## src/rtl/t1e1_oh_pkg.sv

```systemverilog
package t1e1_oh_pkg;

    typedef enum logic [2:0] {
        FMT_SF   = 3'd0,
        FMT_SLC  = 3'd1,
        FMT_T1DM = 3'd2,
        FMT_ESF  = 3'd3,
        FMT_E1   = 3'd4
    } line_fmt_e;

    typedef enum logic [0:0] {
        SLOT_OVH = 1'b0,
        SLOT_PAY = 1'b1
    } slot_e;

    // Pattern words, read MSB first as the sequence index goes up.
    localparam logic [5:0] FT_WORD   = 6'b101010;
    localparam logic [5:0] FS_WORD   = 6'b001110;
    localparam logic [5:0] FPS_WORD  = 6'b001011;
    localparam logic [5:0] E1MF_WORD = 6'b001011;
    // Index 6..0 map to bit positions 1..7 of timeslot 0; bit 7 is unused.
    localparam logic [7:0] FAS_WORD  = 8'b0001_1011;

    function automatic logic is_t1_sf_family(logic [2:0] f);
        return (f == FMT_SF) || (f == FMT_SLC) || (f == FMT_T1DM);
    endfunction

endpackage

```

## src/rtl/t1e1_oh_position.sv

```systemverilog
module t1e1_oh_position
    import t1e1_oh_pkg::*;
#(
    parameter int T1_BITS     = 193,
    parameter int E1_BITS     = 256,
    parameter int E1_OVH_BITS = 8,
    parameter int SF_FRAMES   = 12,
    parameter int ESF_FRAMES  = 24,
    parameter int E1_FRAMES   = 16,
    localparam int BW = $clog2((T1_BITS > E1_BITS) ? T1_BITS : E1_BITS),
    localparam int FW = $clog2(ESF_FRAMES)
) (
    input  logic          clk,
    input  logic          rst_n,
    input  logic          bit_en,
    input  logic [2:0]    fmt_req,
    output logic [2:0]    act_fmt,
    output logic [FW-1:0] frm_idx,
    output logic [BW-1:0] bit_idx,
    output slot_e         slot
);

    localparam logic [BW-1:0] T1_LAST    = BW'(T1_BITS - 1);
    localparam logic [BW-1:0] E1_LAST    = BW'(E1_BITS - 1);
    localparam logic [BW-1:0] E1_OVH_END = BW'(E1_OVH_BITS - 1);
    localparam logic [FW-1:0] SF_LAST    = FW'(SF_FRAMES - 1);
    localparam logic [FW-1:0] ESF_LAST   = FW'(ESF_FRAMES - 1);
    localparam logic [FW-1:0] E1F_LAST   = FW'(E1_FRAMES - 1);

    slot_e         slot_d;
    logic [BW-1:0] bit_last;
    logic [BW-1:0] ovh_end;
    logic [FW-1:0] frm_last;
    logic          at_bit_end;
    logic          at_mf_end;

    always_comb begin
        if (act_fmt == FMT_E1) begin
            bit_last = E1_LAST;
            ovh_end  = E1_OVH_END;
            frm_last = E1F_LAST;
        end else if (act_fmt == FMT_ESF) begin
            bit_last = T1_LAST;
            ovh_end  = '0;
            frm_last = ESF_LAST;
        end else begin
            bit_last = T1_LAST;
            ovh_end  = '0;
            frm_last = SF_LAST;
        end
        at_bit_end = (bit_idx == bit_last);
        at_mf_end  = at_bit_end && (frm_idx == frm_last);
    end

    // Position counters and format latch
    always_ff @(posedge clk) begin
        if (!rst_n) begin
            bit_idx <= '0;
            frm_idx <= '0;
            act_fmt <= fmt_req;
        end else if (bit_en) begin
            if (at_bit_end) begin
                bit_idx <= '0;
                if (at_mf_end) begin
                    frm_idx <= '0;
                    act_fmt <= fmt_req;
                end else begin
                    frm_idx <= frm_idx + FW'(1);
                end
            end else begin
                bit_idx <= bit_idx + BW'(1);
            end
        end
    end

    // State register
    always_ff @(posedge clk) begin
        if (!rst_n) slot <= SLOT_OVH;
        else        slot <= slot_d;
    end

    // Next-state logic
    always_comb begin
        slot_d = slot;
        unique case (slot)
            SLOT_OVH: if (bit_en && (bit_idx == ovh_end))  slot_d = SLOT_PAY;
            SLOT_PAY: if (bit_en && at_bit_end)            slot_d = SLOT_OVH;
        endcase
    end

    assert_bit_in_frame_R2: assert property (@(posedge clk) disable iff (!rst_n)
        bit_idx <= bit_last);

    assert_hold_position_R2: assert property (@(posedge clk) disable iff (!rst_n)
        !bit_en |=> ($stable(bit_idx) && $stable(frm_idx)));

    assert_fmt_only_at_wrap_R10: assert property (@(posedge clk) disable iff (!rst_n)
        !(bit_en && at_mf_end) |=> $stable(act_fmt));

    assert_slot_in_overhead_R6: assert property (@(posedge clk) disable iff (!rst_n)
        (slot == SLOT_OVH) |-> (bit_idx <= ovh_end));

endmodule

```

## src/rtl/t1e1_oh_pattern.sv

```systemverilog
module t1e1_oh_pattern
    import t1e1_oh_pkg::*;
#(
    parameter int BW = 8,
    parameter int FW = 5
) (
    input  logic [2:0]    act_fmt,
    input  logic [FW-1:0] frm_idx,
    input  logic [BW-1:0] bit_idx,
    input  slot_e         slot,
    input  logic          fbit_ins,
    input  logic          mfa_ins,
    output logic          ovr,
    output logic          ovr_val
);

    logic [2:0] k_half;
    logic [2:0] k_quarter;
    logic [2:0] seq_half;
    logic [2:0] seq_quarter;
    logic [2:0] fas_sel;
    logic       bit0;
    logic       bit1;
    logic       frm_odd;

    always_comb begin
        k_half      = 3'(frm_idx >> 1);
        k_quarter   = 3'(frm_idx >> 2);
        seq_half    = 3'd5 - k_half;
        seq_quarter = 3'd5 - k_quarter;
        fas_sel     = 3'd7 - bit_idx[2:0];
        bit0        = (bit_idx == '0);
        bit1        = (bit_idx == BW'(1));
        frm_odd     = frm_idx[0];
        ovr         = 1'b0;
        ovr_val     = 1'b0;
        if (slot == SLOT_OVH) begin
            case (act_fmt)
                FMT_SF, FMT_SLC: begin
                    if (bit0 && !frm_odd && fbit_ins) begin
                        ovr = 1'b1; ovr_val = FT_WORD[seq_half];
                    end else if (bit0 && frm_odd && mfa_ins) begin
                        ovr = 1'b1; ovr_val = FS_WORD[seq_half];
                    end
                end
                FMT_T1DM: begin
                    if (bit0 && !frm_odd && fbit_ins) begin
                        ovr = 1'b1; ovr_val = FT_WORD[seq_half];
                    end
                end
                FMT_ESF: begin
                    if (bit0 && (frm_idx[1:0] == 2'b11) && fbit_ins) begin
                        ovr = 1'b1; ovr_val = FPS_WORD[seq_quarter];
                    end
                end
                FMT_E1: begin
                    if (!frm_odd) begin
                        if (!bit0 && fbit_ins) begin
                            ovr = 1'b1; ovr_val = FAS_WORD[fas_sel];
                        end
                    end else begin
                        if (bit1 && fbit_ins) begin
                            ovr = 1'b1; ovr_val = 1'b1;
                        end else if (bit0 && mfa_ins && (frm_idx < FW'(12))) begin
                            ovr = 1'b1; ovr_val = E1MF_WORD[seq_half];
                        end
                    end
                end
                default: begin
                    ovr     = 1'b0;
                    ovr_val = 1'b0;
                end
            endcase
        end
    end

endmodule

```

## src/rtl/t1e1_oh_inserter.sv

```systemverilog
module t1e1_oh_inserter
    import t1e1_oh_pkg::*;
#(
    parameter int T1_BITS     = 193,
    parameter int E1_BITS     = 256,
    parameter int E1_OVH_BITS = 8,
    parameter int SF_FRAMES   = 12,
    parameter int ESF_FRAMES  = 24,
    parameter int E1_FRAMES   = 16,
    localparam int BW = $clog2((T1_BITS > E1_BITS) ? T1_BITS : E1_BITS),
    localparam int FW = $clog2(ESF_FRAMES)
) (
    input  logic       clk,
    input  logic       rst_n,
    input  logic       bit_en,
    input  logic       din,
    input  logic [2:0] line_fmt,
    input  logic       fbit_ins,
    input  logic       mfa_ins,
    output logic       dout
);

    logic [2:0]    act_fmt;
    logic [FW-1:0] frm_idx;
    logic [BW-1:0] bit_idx;
    slot_e         slot;
    logic          ovr;
    logic          ovr_val;

    t1e1_oh_position #(
        .T1_BITS(T1_BITS), .E1_BITS(E1_BITS), .E1_OVH_BITS(E1_OVH_BITS),
        .SF_FRAMES(SF_FRAMES), .ESF_FRAMES(ESF_FRAMES), .E1_FRAMES(E1_FRAMES)
    ) u_pos (
        .clk(clk), .rst_n(rst_n), .bit_en(bit_en), .fmt_req(line_fmt),
        .act_fmt(act_fmt), .frm_idx(frm_idx), .bit_idx(bit_idx), .slot(slot)
    );

    t1e1_oh_pattern #(.BW(BW), .FW(FW)) u_pat (
        .act_fmt(act_fmt), .frm_idx(frm_idx), .bit_idx(bit_idx), .slot(slot),
        .fbit_ins(fbit_ins), .mfa_ins(mfa_ins), .ovr(ovr), .ovr_val(ovr_val)
    );

    // Output register
    always_ff @(posedge clk) begin
        if (!rst_n)      dout <= 1'b0;
        else if (bit_en) dout <= ovr ? ovr_val : din;
    end

    assert_dout_hold_R2: assert property (@(posedge clk) disable iff (!rst_n)
        !bit_en |=> $stable(dout));

    assert_passthru_off_R9: assert property (@(posedge clk) disable iff (!rst_n)
        (bit_en && !fbit_ins && !mfa_ins) |=> (dout == $past(din)));

    assert_ft_value_R3: assert property (@(posedge clk) disable iff (!rst_n)
        (bit_en && fbit_ins && is_t1_sf_family(act_fmt) && (bit_idx == '0) && !frm_idx[0])
        |=> (dout == !$past(frm_idx[1])));

    assert_nfas_bit_R7: assert property (@(posedge clk) disable iff (!rst_n)
        (bit_en && fbit_ins && (act_fmt == FMT_E1) && frm_idx[0] && (bit_idx == BW'(1)))
        |=> dout);

    assert_reserved_passthru_R11: assert property (@(posedge clk) disable iff (!rst_n)
        (bit_en && (act_fmt > FMT_E1)) |=> (dout == $past(din)));

endmodule

```

## config.mk

```make
export PLATFORM = sky130hd
export DESIGN_NAME = t1e1_oh_inserter
export DESIGN_NICKNAME = d
export VERILOG_FILES = /design/src/rtl/t1e1_oh_pkg.sv /design/src/rtl/t1e1_oh_position.sv /design/src/rtl/t1e1_oh_pattern.sv /design/src/rtl/t1e1_oh_inserter.sv
export SDC_FILE = /design/constraint.sdc
export NUM_CORES = 1
export LEC_CHECK = 0
export BUFFER_PORTS_ARGS = -buffer_cell sky130_fd_sc_hd__buf_2
export CAP_MARGIN = 15
export CORE_ASPECT_RATIO = 1.1
export CORE_MARGIN = 1.5
export CORE_UTILIZATION = 40
export CTS_BUF_LIST = sky130_fd_sc_hd__clkbuf_8
export CTS_CLUSTER_SIZE = 40
export DETAILED_ROUTE_END_ITERATION = 8
export SETUP_SLACK_MARGIN = 0.1
export SKIP_CTS_REPAIR_TIMING = 1
export SLEW_MARGIN = 10
export SYNTH_ARGS = -nofsm -noshare
export SYNTH_HDL_FRONTEND = slang
export SYNTH_SLANG_ARGS = --single-unit
```

## constraint.sdc

```tcl
create_clock -name clk -period 2.4 [get_ports clk]
set_input_delay 0.12 -clock clk [delete_from_list [all_inputs] [get_ports clk]]
set_output_delay 0.12 -clock clk [all_outputs]
set_load 0.01 [all_outputs]
```

== Word-level counts from Yosys, hierarchy flattened ==
Memory sizes are Yosys's and may differ from the RTL's.
Cells that the tools add are included.
Word-level totals
  flip-flop bits (word level): 18
  ROM bits: 40
  input bits: 9
  output and inout bits: 1
  word-level logic and storage cells: 91
  memories kept: 5
Operators by class
  $add $sub $neg: 5
  magnitude comparators: 4
  eq/ne operators: 12
  muxes and demuxes: 39
  bitwise logic cells: 1
  reductions and logical operators: 20
Memory list
  (name not given): words 8, width 1, read ports 1, clocked after memory_dff 0, write ports 0, RTL line t1e1_oh_pattern.sv:41  | ovr = 1'b1; ovr_val = FT_WORD[seq_half];
  (name not given): words 8, width 1, read ports 1, clocked after memory_dff 0, write ports 0, RTL line t1e1_oh_pattern.sv:53  | ovr = 1'b1; ovr_val = FPS_WORD[seq_quarter];
  (name not given): words 8, width 1, read ports 1, clocked after memory_dff 0, write ports 0, RTL line t1e1_oh_pattern.sv:65  | ovr = 1'b1; ovr_val = E1MF_WORD[seq_half];
  (name not given): words 8, width 1, read ports 1, clocked after memory_dff 0, write ports 0, RTL line t1e1_oh_pattern.sv:43  | ovr = 1'b1; ovr_val = FS_WORD[seq_half];
  (name not given): words 8, width 1, read ports 1, clocked after memory_dff 0, write ports 0, RTL line t1e1_oh_pattern.sv:59  | ovr = 1'b1; ovr_val = FAS_WORD[fas_sel];
Operator list (number)
  $mux 1: 26
  $mux 3: 5
  $mux 5: 3
  $logic_and 1x1->1: 13
  $lt 3x4->1 const B: 3
  $sub 3x3->3 const A: 3
  $add 8x1->8 const B: 1
  $eq 8x1->1 const B: 1
  $eq 8x3->1: 1
  $eq 8x8->1: 1
  $logic_not 8->1: 1
  $mux 8: 1
  $pmux 1 s4: 2
  $eq 3x2->1 const B: 2
  $mux 6: 1
  $ne 2x1->1 const B: 3
  $add 5x1->5 const B: 1
  $eq 5x5->1: 1
  $lt 5x4->1 const B: 1
  $eq 3x1->1 const B: 1
  $eq 3x3->1 const B: 1
  $logic_not 3->1: 1
  $reduce_and 3->1: 1
  $eq 2x2->1 const B: 1
  5 further kinds: 6

== Depth between registers and ports, before layout ==
  depth after elaboration: 9
  mapped depth: 7
  gate-level depth less buffers: 7

== Cells and area by module ==
From an unflattened synthesis, not the netlist that was laid out.
Unflattened totals
  cell total of the unflattened synthesis: 127
  area, all modules: 1176.1 um^2
Modules (own cells, without submodules)
  t1e1_oh_position: times used 1, cells each 87, area an instance 872.1 um^2, seq. area each 370.4 um^2
  t1e1_oh_pattern: times used 1, cells each 36, area an instance 264.0 um^2, seq. area each 0.0 um^2
  t1e1_oh_inserter: times used 1, cells each 4, area an instance 40.0 um^2, seq. area each 20.0 um^2

== Worst setup path after synthesis ==
OpenSTA, ideal clock, no wires.
  path type: flip-flop to flip-flop
  start point: register u_pos.act_fmt[0]
  end point: register u_pos.act_fmt[0], enable pin
  setup time: 308 ps
  arrival time: 1566 ps
  data required time: 2092 ps
  slack: 525 ps
  stages on the path, launching flop included: 6
  path buffers: 1
  period minus slack after synthesis: 1875 ps
  path through: edfxtp_1 clkbuf_1 nor3b_1 nand3_1 a211oi_1 a21bo_2
On the way
  longest elaborated chain between the ends: 7
  elaborated cells between the ends (all ways): 11
  classes of those cells: eq/ne: 6; mux: 3; reduce/logical: 2
Ends and longest elaborated chain
  start, declared: RTL line t1e1_oh_position.sv:17  | output logic [2:0] act_fmt,
  start signal, assigned: RTL line t1e1_oh_position.sv:60  | act_fmt <= fmt_req;
  start signal, assigned: RTL line t1e1_oh_position.sv:66  | act_fmt <= fmt_req;
  $eq 3x2->1: RTL line t1e1_oh_position.sv:42  | end else if (act_fmt == FMT_ESF) begin
  $mux 5: RTL line t1e1_oh_position.sv:42
  $mux 5: RTL line t1e1_oh_position.sv:38  | if (act_fmt == FMT_E1) begin
  $eq 5x5->1: RTL line t1e1_oh_position.sv:52  | at_mf_end = at_bit_end && (frm_idx == frm_last);
  $logic_and 1x1->1: RTL line t1e1_oh_position.sv:52
  $ne 2x1->1 (no line)
  $reduce_and 3->1 (no line) (*)
Mark *: on every way between the ends. The rest lies on a longest branch, timed or not.
A chain may end at the register's enable or synchronous reset.

== Worst setup path in the final report ==
  start point: register u_pos.bit_idx[0]
  end point: register dout
On the way
  longest elaborated chain between the ends: 9
  elaborated cells between the ends (all ways): 37
  classes of those cells: add/sub: 1; eq/ne: 1; mux: 22; reduce/logical: 12; memory: 1
Ends and longest elaborated chain
  start, declared: RTL line t1e1_oh_position.sv:19  | output logic [BW-1:0] bit_idx,
  start signal, assigned: RTL line t1e1_oh_position.sv:71  | bit_idx <= bit_idx + BW'(1);
  branches (longest 8 deep; another with $sub 3x3->3)
  $mux 1 (*): RTL line t1e1_oh_inserter.sv:46  | else if (bit_en) dout <= ovr ? ovr_val : din;
  end signal, assigned: RTL line t1e1_oh_inserter.sv:46
  end, declared: RTL line t1e1_oh_inserter.sv:20  | output logic dout
Mark *: on every way between the ends. The select of a mux whose other input is x is not followed.

==> flow_summary_export.csv <==
group,metric,value,unit
detailed_routing,drt_iter0_drc,24,
grt,grtUsageTotal,16.6,%
detailed_routing,drc,0,
hold_path,holdCritPathClass,"input pin to flop",
synth,synth-edff-count,3,
final_layout,stdcell_count,184,
detailed_routing,postRouteAntennaNets,0,
synth,ys_top_cells_by_area,"dfxtp_1, edfxtp_1, ha_1",
setup_path,critPathKind,"flop to flop",
setup_path,worstPathRequired,2.59,ns
setup_path,startpoint_type,"flop",
setup_path,cp-startpoint,"u_pos.bit_idx[0]",
die,die_area,3480,um^2
sta,skew,0.000835,ns
final_layout,ff_latch_area,390,um^2
clock_tree,clock_sinks,18,
synth,yosysMostFrequentCell,"nor2_1",
sta,hold_viol,0,
die,initial_utilization,41.4,%
grt,antenna_found_initial,0,
grt,grt_pass1_vias,982,
grt,grt_pass1_wl,4.49,mm
clock_tree,clk_latency,0.25,ns
clock_tree,htree_levels,1,
final_layout,design_area,1370,um^2
detailed_routing,dr.pass1.iters,6,
synth,ys_ff_latch,18,
die,chipWidth,56.4,um
final_layout,drive_gt1_share,18.0,%
clock_tree,cts-root-buf,"clkbuf_8",
clock_tree,cts_tree,"done",
synth,synth_top_area_share,24.0,%
pwr,powerDensity,476,nW/um^2
setup_path,r2r_start,"u_pos.bit_idx[0]",
clock_tree,clk_pin_slew_worst_paths,0.06,ns
final_layout,antenna_cells,0,
final_layout,nNetsFinal,167,
synth,synth_area,1250,um^2
synth,dominantRegCellSynth,"dfxtp_1",
setup_path,crit_fanout,7,
place,dp.cells,180,
synth,syn_nets,158,
sta,min_period,1.97,ns
final_layout,fillers,304,
setup_path,cp_data_arrival_time,2.15,ns
sta,slew_viol_final,0,
sta,grt_setup_unrepaired,"false",
final_layout,area_delta_synth_final,8.99,%
sta,finalSetupViolations,0,
place,port_buffers,9,
run,maxCapViolCount,0,
sta,worst_hold_slack,0.0383,ns
clock_tree,clockBufferDepth,2,
synth,ys_warn_count,0,
setup_path,reg2reg_slack,0.43,ns
sta,timing.fmax,508,MHz
grt,overflow,0,
sta,finalSetupTns,0,ns
die,die_h,61.7,um
detailed_routing,detail_route.wl_per_cell,14.4,um
detailed_routing,num_vias,1054,
synth,async_flop_share,0,%
run_status,outcome,"finished clean",
pwr,leakage,0.524,nW
place,place_congestion,0.902,
synth,syn_avg_cell_area,8.82,um^2
die,io_pins,10,
synth,yosysSeqAreaShare,31.2,%
die,core-area,3020,um^2
synth,synth_area_leader_cell,"dfxtp_1",
sta,relSlewSlack,63.7,%
place,dpl-instance-area,1320,um^2
clock_tree,cts_buffers,3,
sta,post-route-period-util,82.0,%
synth,synthCells,142,
hold_path,min-delay-start,"line_fmt[2]",
die,rows,21,
pwr,power,0.000649,W
place,hpwl,2.06,mm
detailed_routing,via_per_inst,5.73,
setup_path,cp-end-kind,"flop",
final_layout,multi_input_comb_area,808,um^2
sta,worstMarginPinSlew,0.539,ns
grt,grt_max_degree,12,
synth,ys_types,53,
synth,synth_commonest_cells,"nor2_1, dfxtp_1, nand2_1",
detailed_routing,wl,2.65,mm
pwr,peakVddDrop,0.288,mV
cell type report:
class | count | area share (%)
Multi-Input combinational cell | 111 | 59.2
Sequential cell | 18 | 28.6
Timing Repair Buffer | 10 | 3.85
Tap cell | 34 | 3.12
Clock buffer | 3 | 3.02
Inverter | 7 | 1.92
Clock inverter | 1 | 0.275
critical path, cell delays in order, from the launching register on:
cell       delay (ns)
dfxtp_1          0.46
inv_1            0.08
ha_1             0.26
nor3b_1          0.17
a2111oi_1        0.48
a32o_2           0.23
o2111ai_1        0.13
o211ai_2         0.10
power breakdown:
part / switching, W / internal (W)
registers: 0.0000188 / 0.000319
logic: 0.0000529 / 0.0000475
clock network: 0.0000975 / 0.000114
total: 0.000169 / 0.000480
routing by layer:
layer	up-vias	wire length [um]	global-route usage (%)
li1	541	-	-
met1	482	1290	21.9
met2	24	1210	26.9
met3	7	93	2.73
met4	0	59	8.16
met5	-	0	0
final timing paths:
kind | cells after the start | end
max | 7 | dout
min | 1 | u_pos.act_fmt[2]
max reg2reg | 7 | dout
min reg2reg | 2 | dout
cells in the final DEF, fill, tap and decap left out, types with 6 or more instances in the layout:
cell,n
nor2_1,20
xnor2_1,6
inv_1,8
nand2_1,10
ha_1,7
dfxtp_1,15
buf_2,9
state kept, by name, summed over array words and instances (netlist names):
signal         count
u_pos.slot         1
u_pos.frm_idx      5
u_pos.act_fmt      3
dout               1
u_pos.bit_idx      8
per-stage QoR:
stage	worst slack [ns]	utilization (%)
floorplan	0.525	-
global placement	0.410	43.5
detailed placement	0.320	43.5
CTS	0.315	45.0
global route	0.217	45.2
finish	0.433	45.2
cell families after synthesis:
kind of cell,count (synthesis),synth area share (%)
simple gates,60,25.5
compound gates,31,22.2
flops,18,31.2
buf+inv,13,4.70
xor+xnor,10,6.99
fa+ha+maj,7,6.99
mux,3,2.50
No activity file was read; power rests on OpenSTA's default activity.
